$ cat src/rtl/prio_intc.sv
module prio_intc (
  input  logic       clk,
  input  logic       rst_n,
  input  logic       addr,
  input  logic       wr_en,
  input  logic [7:0] wdata,
  output logic [7:0] rdata,
  input  logic [7:0] irq_in,
  output logic       int_out,
  input  logic       inta,
  output logic [7:0] vec_out,
  output logic       vec_valid
);
  localparam int LW = 3;
  localparam int NL = 1 << LW;

  typedef enum logic [1:0] {ST_RUN, ST_W2, ST_W3, ST_W4} seq_t;

  function automatic logic [LW:0] first_set(input logic [NL-1:0] v);
    first_set = (LW+1)'(NL);
    for (int i = NL-1; i >= 0; i--)
      if (v[i]) first_set = (LW+1)'(i);
  endfunction

  seq_t            st;
  logic [NL-1:0]   irq_q, irr, isr, mask;
  logic [7-LW:0]   vbase;
  logic            ready, need4, single, aeoi, sfnm, rd_irr;
  logic [7:0]      vec_q;
  logic            vec_v;
  logic [LW:0]     top_req, top_svc;
  logic [NL-1:0]   grant_bit, eoi_clr;

  wire wr_even = wr_en & ~addr;
  wire wr_odd  = wr_en & addr;
  wire init1   = wr_even & wdata[4];
  wire cmd_ok  = wr_even & ~wdata[4] & ready;
  wire eoi_wr  = cmd_ok & ~wdata[3];
  wire sel_wr  = cmd_ok & wdata[3] & wdata[1];
  wire [NL-1:0] rise = irq_in & ~irq_q;

  assign top_req = first_set(irr & ~mask);
  assign top_svc = first_set(isr);
  assign int_out = ready & ~top_req[LW] &
                   (sfnm ? (top_req <= top_svc) : (top_req < top_svc));

  wire ack   = inta & ready;
  wire grant = ack & int_out;
  assign grant_bit = grant ? (NL'(1) << top_req[LW-1:0]) : '0;

  always_comb begin
    eoi_clr = '0;
    if (eoi_wr) begin
      case (wdata[7:5])
        3'b001: if (!top_svc[LW]) eoi_clr = NL'(1) << top_svc[LW-1:0];
        3'b011: eoi_clr = NL'(1) << wdata[LW-1:0];
        default: eoi_clr = '0;
      endcase
    end
  end

  assign rdata     = addr ? mask : (rd_irr ? irr : isr);
  assign vec_out   = vec_q;
  assign vec_valid = vec_v;

  always_ff @(posedge clk) begin
    if (!rst_n) begin
      st <= ST_RUN;  irq_q <= '0;  irr <= '0;  isr <= '0;  mask <= '0;
      vbase <= '0;   ready <= 1'b0; need4 <= 1'b0; single <= 1'b0;
      aeoi <= 1'b0;  sfnm <= 1'b0;  rd_irr <= 1'b1;
      vec_q <= '0;   vec_v <= 1'b0;
    end else begin
      irq_q <= irq_in;
      vec_v <= ack;
      vec_q <= ack ? {vbase, grant ? top_req[LW-1:0] : LW'(NL-1)} : 8'h00;
      if (init1) begin
        st <= ST_W2;  need4 <= wdata[0];  single <= wdata[1];
        ready <= 1'b0; irr <= '0; isr <= '0; mask <= '0;
        rd_irr <= 1'b1; aeoi <= 1'b0; sfnm <= 1'b0;
      end else begin
        irr <= (irr & ~grant_bit) | rise;
        isr <= (isr & ~eoi_clr) | (aeoi ? '0 : grant_bit);
        if (sel_wr) rd_irr <= wdata[0];
        if (wr_odd) begin
          case (st)
            ST_RUN: mask <= wdata;
            ST_W2: begin
              vbase <= wdata[7:LW];
              if (!single)    st <= ST_W3;
              else if (need4) st <= ST_W4;
              else begin st <= ST_RUN; ready <= 1'b1; end
            end
            ST_W3: begin
              if (need4) st <= ST_W4;
              else begin st <= ST_RUN; ready <= 1'b1; end
            end
            ST_W4: begin
              aeoi  <= wdata[1];
              sfnm  <= wdata[4];
              st    <= ST_RUN;
              ready <= 1'b1;
            end
            default: st <= ST_RUN;
          endcase
        end
      end
    end
  end
endmodule

$ cat config.mk
export PLATFORM = sky130hd
export DESIGN_NAME = prio_intc
export DESIGN_NICKNAME = d
export VERILOG_FILES = /design/src/rtl/prio_intc.sv
export SDC_FILE = /design/constraint.sdc
export NUM_CORES = 1
export LEC_CHECK = 0
export ABC_AREA = 1
export BUFFER_PORTS_ARGS = -buffer_cell sky130_fd_sc_hd__buf_4
export CAP_MARGIN = 20
export CORE_MARGIN = 4
export CORE_UTILIZATION = 57
export DETAILED_ROUTE_END_ITERATION = 7
export PLACE_DENSITY = 0.77
export SYNTH_ARGS = -nofsm -noshare
export SYNTH_HDL_FRONTEND = slang
export SYNTH_SLANG_ARGS = --single-unit
$ cat constraint.sdc
create_clock -name clk -period 2.59 [get_ports clk]
set_input_delay 0.259 -clock clk [delete_from_list [all_inputs] [get_ports clk]]
set_output_delay 0.259 -clock clk [all_outputs]
set_load 0.03 [all_outputs]
==> run metrics, run 1 <==
status=completed; Tmin final=2430 ps; Max VDD drop=0.354 mV; final hold vios=0; worst reg2reg setup slack=340 ps; Clock Skew=6.26 ps; Pins Over Slew Limit=0; worst-path maximum fanout=3; Hold Worst Slack=134 ps; antenna cell count=0; via count=2734; clk_lat worst skew=300 ps; Internal Power=1.17 mW; Max Fclk=411 MHz; post-layout net count=465; DRC violation count after routing=0; CORE AREA=4720 µm²; Die Wd=77.8 µm; post-synth top area share=38.9%; Final Routed Wirelength=6960 µm; Tot GR Track Use=23.4%; Routed Antenna Nets=0; IO Pins=39; max_slew headroom=55.8%; Post-Syn Area=2780 µm²; PortBufs=38; Req. time, crit path=2330 ps; Clock power frac=28.3%; Chip Height=77.8 µm; initial antenna violation count=0; synth unique cells=35; Max H-tree Level=2; CTS tree=yes; vias in the first global route=2475; RePlAce Congestion=0.977; grt met2 use=38.2%; Seq/Total Area, Yosys=38.9%; Synth area leaders=dfxtp_1 (39%), nand2_1 (13%), inv_1 (7.8%); CP Capture Type=primary output; grt met1 use=31.7%; GR Overflow Total=0; area of the die=6050 µm²; Least-Margin Pin Slew=657 ps; R2R depth=17; Hold Crit Depth=3; largest net degree at the start of global routing=18; dpl ws=269 ps; CP Class=reg2out; leading area contributor after synthesis=dfxtp_1; Seq pwr share=51.7%; Syn. warnings=0; GR Layer Usage met3=3.60%; total CTS buffers=5; DRT Pass-1 Iters=5; worst hold-check path type=in2reg; crit path DAT=2170 ps; PwrDens=522 nW/µm²; sw frac=31.2%; share of layout cells above drive strength 1=21.0%; Hold Buf Count CTS=0; Seq cells post-synth=54; CTS Root Cell=clkbuf_8; Post-Syn Nets=426; RSZ-0062 raised after global routing=no; Lkg Pwr=1.49 nW; Initial DRC Count=327; clock slew at reported path FFs=100 ps; Clock Tree Buf Depth=2; Logic pwr share=20.0%; Fin Setup TNS=0 ps; NetSw=529 µW; post-synthesis area per instance=6.91 µm²; row count=25; CTS Sinks=54; final setup margin=158 ps; final worst path period share=93.9%; Initial Utilization=58.8%; Critical Path Start Type=flop; vias per inst=5.37; final setup vio count=0; post-DP HPWL=5440 µm; mean routed wirelength per cell=13.7 µm; grt peak-use layer=met2; Max Cap Viol=0; Syn Inst Count=402; first-pass GRT wire length=11400 µm; Area growth, synth to finish=16.9%
[metrics by stage]
stage | total power, mW | utilization, % | cell area (µm²) | std cells
finish | 1.69 | 68.7 | 3250 | 509
global route | 1.77 | 68.7 | 3250 | 509
CTS | 1.69 | 68.2 | 3220 | 509
detailed placement | 1.22 | 66.2 | 3130 | 500
global placement | 1.21 | 66.2 | 3130 | 500
floorplan | 1.12 | - | 2780 | 402
[state kept, by name (all words and copies together) (netlist names)]
name,cells
vec_out,8
aeoi,1
irr,8
sfnm,1
need4,1
irq_q,8
isr,8
single,1
st,2
ready,1
rd_irr,1
mask,8
vbase,5
vec_valid,1
[final cells by class]
| type | instances | area [µm²] |
|---|---|---|
| Inverter | 70 | 263 |
| Clock inverter | 3 | 18.8 |
| Fill cell | 438 | 1480 |
| Timing Repair Buffer | 41 | 312 |
| Clock buffer | 5 | 68.8 |
| Sequential cell | 54 | 1080 |
| Tap cell | 67 | 83.8 |
| Multi-Input combinational cell | 269 | 1420 |
[critical path, stage by stage, from the launching register on]
cell,delay (ps)
dfxtp_2,350
inv_1,50
nor2_1,80
nand2_1,60
nand2_1,50
nand2_1,40
nand2_1,60
nand2_2,70
nand2_2,90
nand2_2,70
ha_1,280
and3_4,200
nand4_4,130
a21oi_4,190
buf_6,150
[placed cells by master (no fill, tap or decap), types with 3 or more instances in the layout]
cell type	instances
ha_1	3
o22ai_1	4
clkbuf_8	5
nand3_1	9
nand2_1	92
dfxtp_1	52
a21oi_1	35
nand2_2	11
inv_1	58
nor2_1	33
nand4_1	17
buf_4	40
nand2_4	6
o21ai_0	34
inv_2	12
[cell usage after synthesis]
cell,count
nand3_1,9
nand2_2,8
nand3b_1,1
nor2_1,33
o22ai_1,4
a31oi_1,2
buf_2,1
nand4_2,1
o21bai_1,1
and3_1,1
nand4_4,1
ha_1,3
inv_2,12
o211ai_1,2
a211oi_1,1
o21ai_0,34
a221oi_1,1
nor4_2,1
o21ai_1,2
nor3_1,2
nor2_2,1
a21oi_4,1
nor2_8,1
clkbuf_1,8
inv_1,58
or3b_2,1
nor2_4,2
nand2_1,95
a21oi_1,35
nand4_1,17
a21oi_2,1
nand3_4,1
nand2_4,6
nor3_2,1
dfxtp_1,54
[kinds of logic after synthesis]
group                      count (synthesis)  share of synthesized area (%)
buffers and inverters                     79                           10.7
adders and majority gates                  3                           1.35
AOI/OAI and AO/OA                         84                           16.4
and+or+nand+nor                          182                           32.6
DFF                                       54                           38.9
[per-layer routing]
metal  share of wire (%)  wire (µm)
met4                 1.7        116
met5                   0          0
met1                  45       3100
met3                 7.2        498
met2                  47       3240
[path summary, 6_finish.rpt]
check | from | end
setup reg to reg | irr[7] | vec_out[2]
hold / removal | irq_in[0] | irq_q[0]
setup / recovery | irr[7] | int_out
hold reg to reg | vbase[4] | vec_out[7]
[power groups by stage]
| stage | logic, mW | clock network (mW) | registers, mW |
|---|---|---|---|
| after CTS | 0.326 | 0.488 | 0.876 |
| after global routing | 0.373 | 0.519 | 0.879 |
| after global placement | 0.318 | 0 | 0.894 |
| after floorplan | 0.226 | 0 | 0.891 |
| after detailed placement | 0.325 | 0 | 0.895 |
| final | 0.339 | 0.479 | 0.876 |
[what timing repair did]
action,4_1_cts,5_1_grt
resized for setup,0,8
hold endpoints to repair,0,0
pin swaps,1,1
setup endpoints to repair,1,1
buffers inserted,1,0
Note: power is estimated with default switching activity, not from simulation.
==> run 2, diff against run 1 <==
--- a/config.mk
+++ b/config.mk
@@ -12,6 +12,7 @@
 export CORE_UTILIZATION = 57
 export DETAILED_ROUTE_END_ITERATION = 7
 export PLACE_DENSITY = 0.77
+export REMOVE_ABC_BUFFERS = 1
 export SYNTH_ARGS = -nofsm -noshare
 export SYNTH_HDL_FRONTEND = slang
 export SYNTH_SLANG_ARGS = --single-unit
==> run 2 against run 1 <==
  * Core utilization up 0.58 points
  * Die area unchanged
  * Setup slack better by 26 ps
  * Hold slack worse by 1.9 ps
  * Combinational power down 1%
  * Wire length down 2.1%
  * Non-clock buffer count down 1
  * Clock skew up 4.9 ps
  * Largest power group unchanged
==> run metrics, run 2 (synthesis gave the netlist of run 1 again) <==
Crit path largest cell delay=340 ps (about the same); PwrDens=546 nW/µm² (+4.6%); Lkg Pwr=1.49 nW (+0.28%); # fillers=426 (-2.7%); Area growth, synth to finish=17.9%; final worst path period share=92.9% (-0.99 points); Routed Antenna Nets=0 (unchanged); Tmin final=2410 ps (-25.5 ps); CP endpoint=int_out; DRT Pass-1 Iters=4 (-1); worst reg2reg setup slack=430 ps (+90 ps); worst r2r src=irr[7]; largest net degree at the start of global routing=18 (unchanged); most frequent cells in the layout=nand2_1 (93), inv_1 (58), dfxtp_1 (53); final hold vios=0 (unchanged); mean routed wirelength per cell=13.4 µm (-1.9%); placed cells=499 (-0.20%); DRC violation count after routing=0 (unchanged); share of layout cells above drive strength 1=20.6% (-0.41 points); R2R depth=17 (unchanged); Initial DRC Count=158 (-52%); Max VDD drop=0.371 mV (+4.7%); Least-Margin Pin Slew=740 ps (+82.6 ps); crit path from=mask[4]; Critical Path Start Type=flop; final setup vio count=0 (unchanged); vias in the first global route=2524 (+2.0%); worst-path maximum fanout=4 (+1); area of the die=6050 µm² (unchanged); Die Wd=77.8 µm (unchanged); post-layout net count=464 (-0.22%); worst hold-check path type=in2reg; antenna cell count=0 (unchanged); Post-Layout Cell Count=508 (-0.20%); final setup margin=183 ps (+25.5 ps); Crit-path slowest cell=dfxtp_1; PortBufs=38 (unchanged); initial antenna violation count=0 (unchanged); status=completed; CORE AREA=4720 µm² (unchanged); GR Overflow Total=0 (unchanged); CTS Root Cell=clkbuf_8; Fin Setup TNS=0 ps (unchanged); clk_lat worst skew=320 ps (+20 ps); Pins Over Slew Limit=0 (unchanged); total power=1.79 mW (+5.5%); RePlAce Congestion=0.929 (-4.9%); Max Cap Viol=0 (unchanged); CTS Sinks=54 (unchanged); most common cell after layout, fill and taps aside=nand2_1; max_slew headroom=50.3% (-5.5 points); dpl ws=282 ps (+12.5 ps); Initial Utilization=58.8% (unchanged); RSZ-0062 raised after global routing=no; most frequent cell on the critical path=nand2_1; Hold Worst Slack=132 ps (-1.91 ps); IO Pins=39 (unchanged); CP Capture Type=primary output; first-pass GRT wire length=11700 µm (+3.1%); CTS tree=yes; post-DP HPWL=5360 µm (-1.5%); Req. time, crit path=2330 ps (about the same); Max Fclk=416 MHz (+1.1%); crit path DAT=2150 ps (-20 ps); Tot GR Track Use=24.3% (+0.89 points); Hold Buf Count CTS=0 (unchanged); vias per inst=5.11 (-4.9%); Max H-tree Level=2 (unchanged); Final Routed Wirelength=6810 µm (-2.1%); row count=25 (unchanged); Clock Skew=11.1 ps (+4.88 ps); Clock Tree Buf Depth=2 (unchanged); Chip Height=77.8 µm (unchanged); via count=2595 (-5.1%); clock slew at reported path FFs=100 ps (about the same); total CTS buffers=5 (unchanged); CP Class=reg2out; critical path cell sequence=inv_1 -> nand2_1 -> nand2_1 -> inv_2 -> nand2_1 -> a21oi_4 -> ha_1 -> inv_1 -> o21bai_1 -> nand4_2 -> nand2_2 -> a21oi_4 -> buf_4; Worst R2R End=isr[2]
[run 2: worst min path at each step]
stage,start,to,slack (ps),depth (start not counted)
after floorplan,irq_in[0],irq_q[0],350,2
after global placement,vbase[3],vec_out[6],410,2
after detailed placement,vbase[1],vec_out[4],420,2
after CTS,irq_in[2],irq_q[2],130,3
after global routing,irq_in[2],irq_q[2],130,3
final,irq_in[1],irq_q[1],130,3
[run 2: area by class of cell]
cell class	count	area (µm²)	area share, %
Clock buffer	5	68.8	2.10
Clock inverter	3	43.8	1.34
Inverter	70	263	8.02
Multi-Input combinational cell	269	1430	43.8
Sequential cell	54	1080	33.1
Tap cell	67	83.8	2.56
Timing Repair Buffer	40	300	9.17
[run 2: per-layer routing]
metal / global-route usage [%] / part of all wire (%)
met1: 34.2 / 46
met5: 0 / 0
met2: 37.1 / 45
met4: 8.19 / 1.7
met3: 4.64 / 7.0
[run 2: report_power, final]
group / switching [mW] / leakage (nW) / internal [mW]
logic: 0.220 / 0.990 / 0.114
clock network: 0.288 / 0.0585 / 0.290
registers: 0.0173 / 0.441 / 0.859
[run 2: what timing repair did]
action,4_1_cts,5_1_grt
endpoints found under the setup margin,1,1
gates resized for setup,1,6
pin swaps,1,0
setup buffers,1,0
[run 2: worst max-delay path, delay by kind of cell, from the launching register on]
family | cells | cell delay (ps)
AO/OA/AOI/OAI | 3 | 420
adder cells (fa/ha/maj) | 1 | 270
buffers and inverters | 4 | 360
flip-flops | 1 | 340
AND/OR/NAND/NOR | 5 | 430
[run 2: metrics by stage]
stage	util, %	instance area, µm²
floorplan	-	2740
CTS	68.7	3250
global route	69.3	3270
detailed placement	66.0	3120
finish	69.3	3270
global placement	66.0	3120
==> run 3, diff against run 2 <==
==> constraint.sdc (replaced) <==
create_clock -name clk -period 2.59 [get_ports clk]
set_input_delay 0.518 -clock clk [delete_from_list [all_inputs] [get_ports clk]]
set_output_delay 0.518 -clock clk [all_outputs]
set_load 0.03 [all_outputs]
==> run 3 against run 2 <==
  * Combinational power is 16% higher
  * Fmax is 7.0% lower
  * Clock power is 2% higher
  * Largest power group unchanged
  * Hold slack better by 260 ps
==> run metrics, run 3 (synthesis gave the netlist of run 1 again) <==
status=completed; vias in the first global route=2457 (-2.7%); share of layout cells above drive strength 1=27.6% (+6.9 points); Least-Margin Pin Slew=690 ps (-50.1 ps); antenna cell count=0 (unchanged); final setup vio count=0 (unchanged); IO Pins=39 (unchanged); Crit-path slowest cell=dfxtp_2; RePlAce Congestion=0.934 (+0.57%); GR Overflow Total=0 (unchanged); Tmin final=2590 ps (+182 ps); Req. time, crit path=2070 ps (-260 ps); final hold vios=0 (unchanged); most frequent cells in the layout=nand2_1 (89), inv_1 (56), buf_4 (55); Pins Over Slew Limit=0 (unchanged); Max H-tree Level=2 (unchanged); Lkg Pwr=1.58 nW (+6.0%); Placement Cell Area=3130 µm² (+0.48%); mean routed wirelength per cell=14.1 µm (+5.2%); row count=25 (unchanged); Clock Skew=11.9 ps (+0.708 ps); first-pass GRT wire length=11800 µm (+0.94%); CP Capture Type=primary output; DRT Pass-1 Iters=5 (+1); CTS Root Cell=clkbuf_8; Worst path top cell family by delay=simple AND/OR/NAND/NOR gates; clk_lat worst skew=310 ps (about the same); Initial Utilization=58.8% (unchanged); RSZ-0062 raised after global routing=yes; largest net degree at the start of global routing=19 (+1); Final Util=73.7% (+4.3 points); Post-Layout Cell Count=524 (+3.1%); vias per inst=5.30 (+3.7%); Clock Tree Buf Depth=2 (unchanged); Area growth, synth to finish=25.3%; CP Class=reg2out; Routed Antenna Nets=0 (unchanged); worst hold-check path type=in2reg; PwrDens=533 nW/µm² (-2.3%); area of the die=6050 µm² (unchanged); initial antenna violation count=0 (unchanged); via count=2777 (+7.0%); worst-path maximum fanout=4 (unchanged); CORE AREA=4720 µm² (unchanged); Max Cap Viol=0 (unchanged); Design Area, Final=3480 µm² (+6.3%); critical path cell sequence=nor2_1 -> nor2_1 -> a21oi_2 -> nor2_2 -> inv_2 -> ha_4 -> inv_1 -> o21bai_1 -> nand4_2 -> nand2_2 -> a21oi_4 -> buf_6; most common cell after layout, fill and taps aside=nand2_1; Initial DRC Count=260 (+65%); CP bufs+invs=3 (-1); CTS tree=yes; clock slew at reported path FFs=100 ps (about the same); max_slew headroom=53.6% (+3.3 points); most frequent cell on the critical path=nor2_1; Max VDD drop=0.369 mV (-0.52%); Critical Path Start Type=flop; total CTS buffers=5 (unchanged); DRC violation count after routing=0 (unchanged); crit path DAT=2070 ps (-80 ps); PortBufs=38 (unchanged); Tot GR Track Use=24.6% (+0.29 points); Max Fclk=386 MHz (-7.0%); Crit path largest cell delay=370 ps (+30 ps); Die Wd=77.8 µm (unchanged); post-layout net count=480 (+3.4%); CTS Sinks=54 (unchanged); Chip Height=77.8 µm (unchanged); Final Routed Wirelength=7390 µm (+8.5%); post-DP HPWL=5410 µm (+1.0%); placed cells=501 (+0.40%); final worst path period share=99.9% (+7.0 points)
## run 3: cell count changes in the layout (fill, tap and decap cells not counted), moves of 4 or more
cell,delta
buf_4,+15
dfxtp_2,+7
dfxtp_1,-7
nand2_1,-4
## run 3: layout make-up
class / instances / area (µm²)
clock buffers: 5 / 68.8
clock inverters: 3 / 48.8
fillers: 379 / 1240
inverters: 70 / 263
multi-input cells: 269 / 1500
flip-flops and latches: 54 / 1090
well taps: 67 / 83.8
repair buffers: 56 / 424
## run 3: worst paths after layout
check	endpoint	from	slack [ps]	depth (start not counted)
hold reg to reg	vec_out[4]	vbase[1]	430	2
setup reg to reg	isr[6]	irr[7]	270	19
hold / removal	irq_q[3]	irq_in[3]	400	3
setup / recovery	int_out	isr[7]	2	12
## run 3: stage by stage
stage                     setup slack, ps  power, mW  hold slack, ps  setup TNS (ps)
final                                1.79       1.86             396               0
after global placement                229       1.21             412               0
after floorplan                       301       1.11             405               0
after CTS                           0.286       1.83             389               0
after detailed placement              183       1.21             415               0
after global routing                 -156       1.94             398            -156
## run 3: worst reg2reg max path: stages, from the launching register on
cell and delay (ps):
dfxtp_2 350, inv_2 40, nor2_2 80, nand2_1 50
nand2_1 50, nand2_1 50, nand2_2 70, nand2_2 70
nand2_4 80, nand2_4 70, ha_4 250, and3_4 180
nand4_4 90, buf_4 150, buf_4 120, nand2_2 130
nand4_1 160, nor2_1 120, nor2_1 50, nor2_1 90
## run 3: per-layer routing
| layer | share of wire (%) | vias up | GRT usage, % |
|---|---|---|---|
| met5 | 0 | - | 0 |
| met4 | 1.4 | 0 | 6.76 |
| met3 | 7.1 | 14 | 3.71 |
| met2 | 46 | 114 | 38.2 |
| met1 | 46 | 1248 | 35.2 |
| li1 | - | 1401 | - |
## run 3: what timing repair did
action	CTS	global route
hold buffers	0	0
setup endpoints to repair	1	1
gates resized for setup	15	15
buffers inserted	8	7
pin swaps	8	14
## run 3: power breakdown
part / internal (mW) / leakage [nW] / switching (mW)
Clock: 0.295 / 0.0563 / 0.296
Combinational: 0.145 / 1.08 / 0.242
Sequential: 0.860 / 0.444 / 0.0182
Total: 1.30 / 1.58 / 0.556
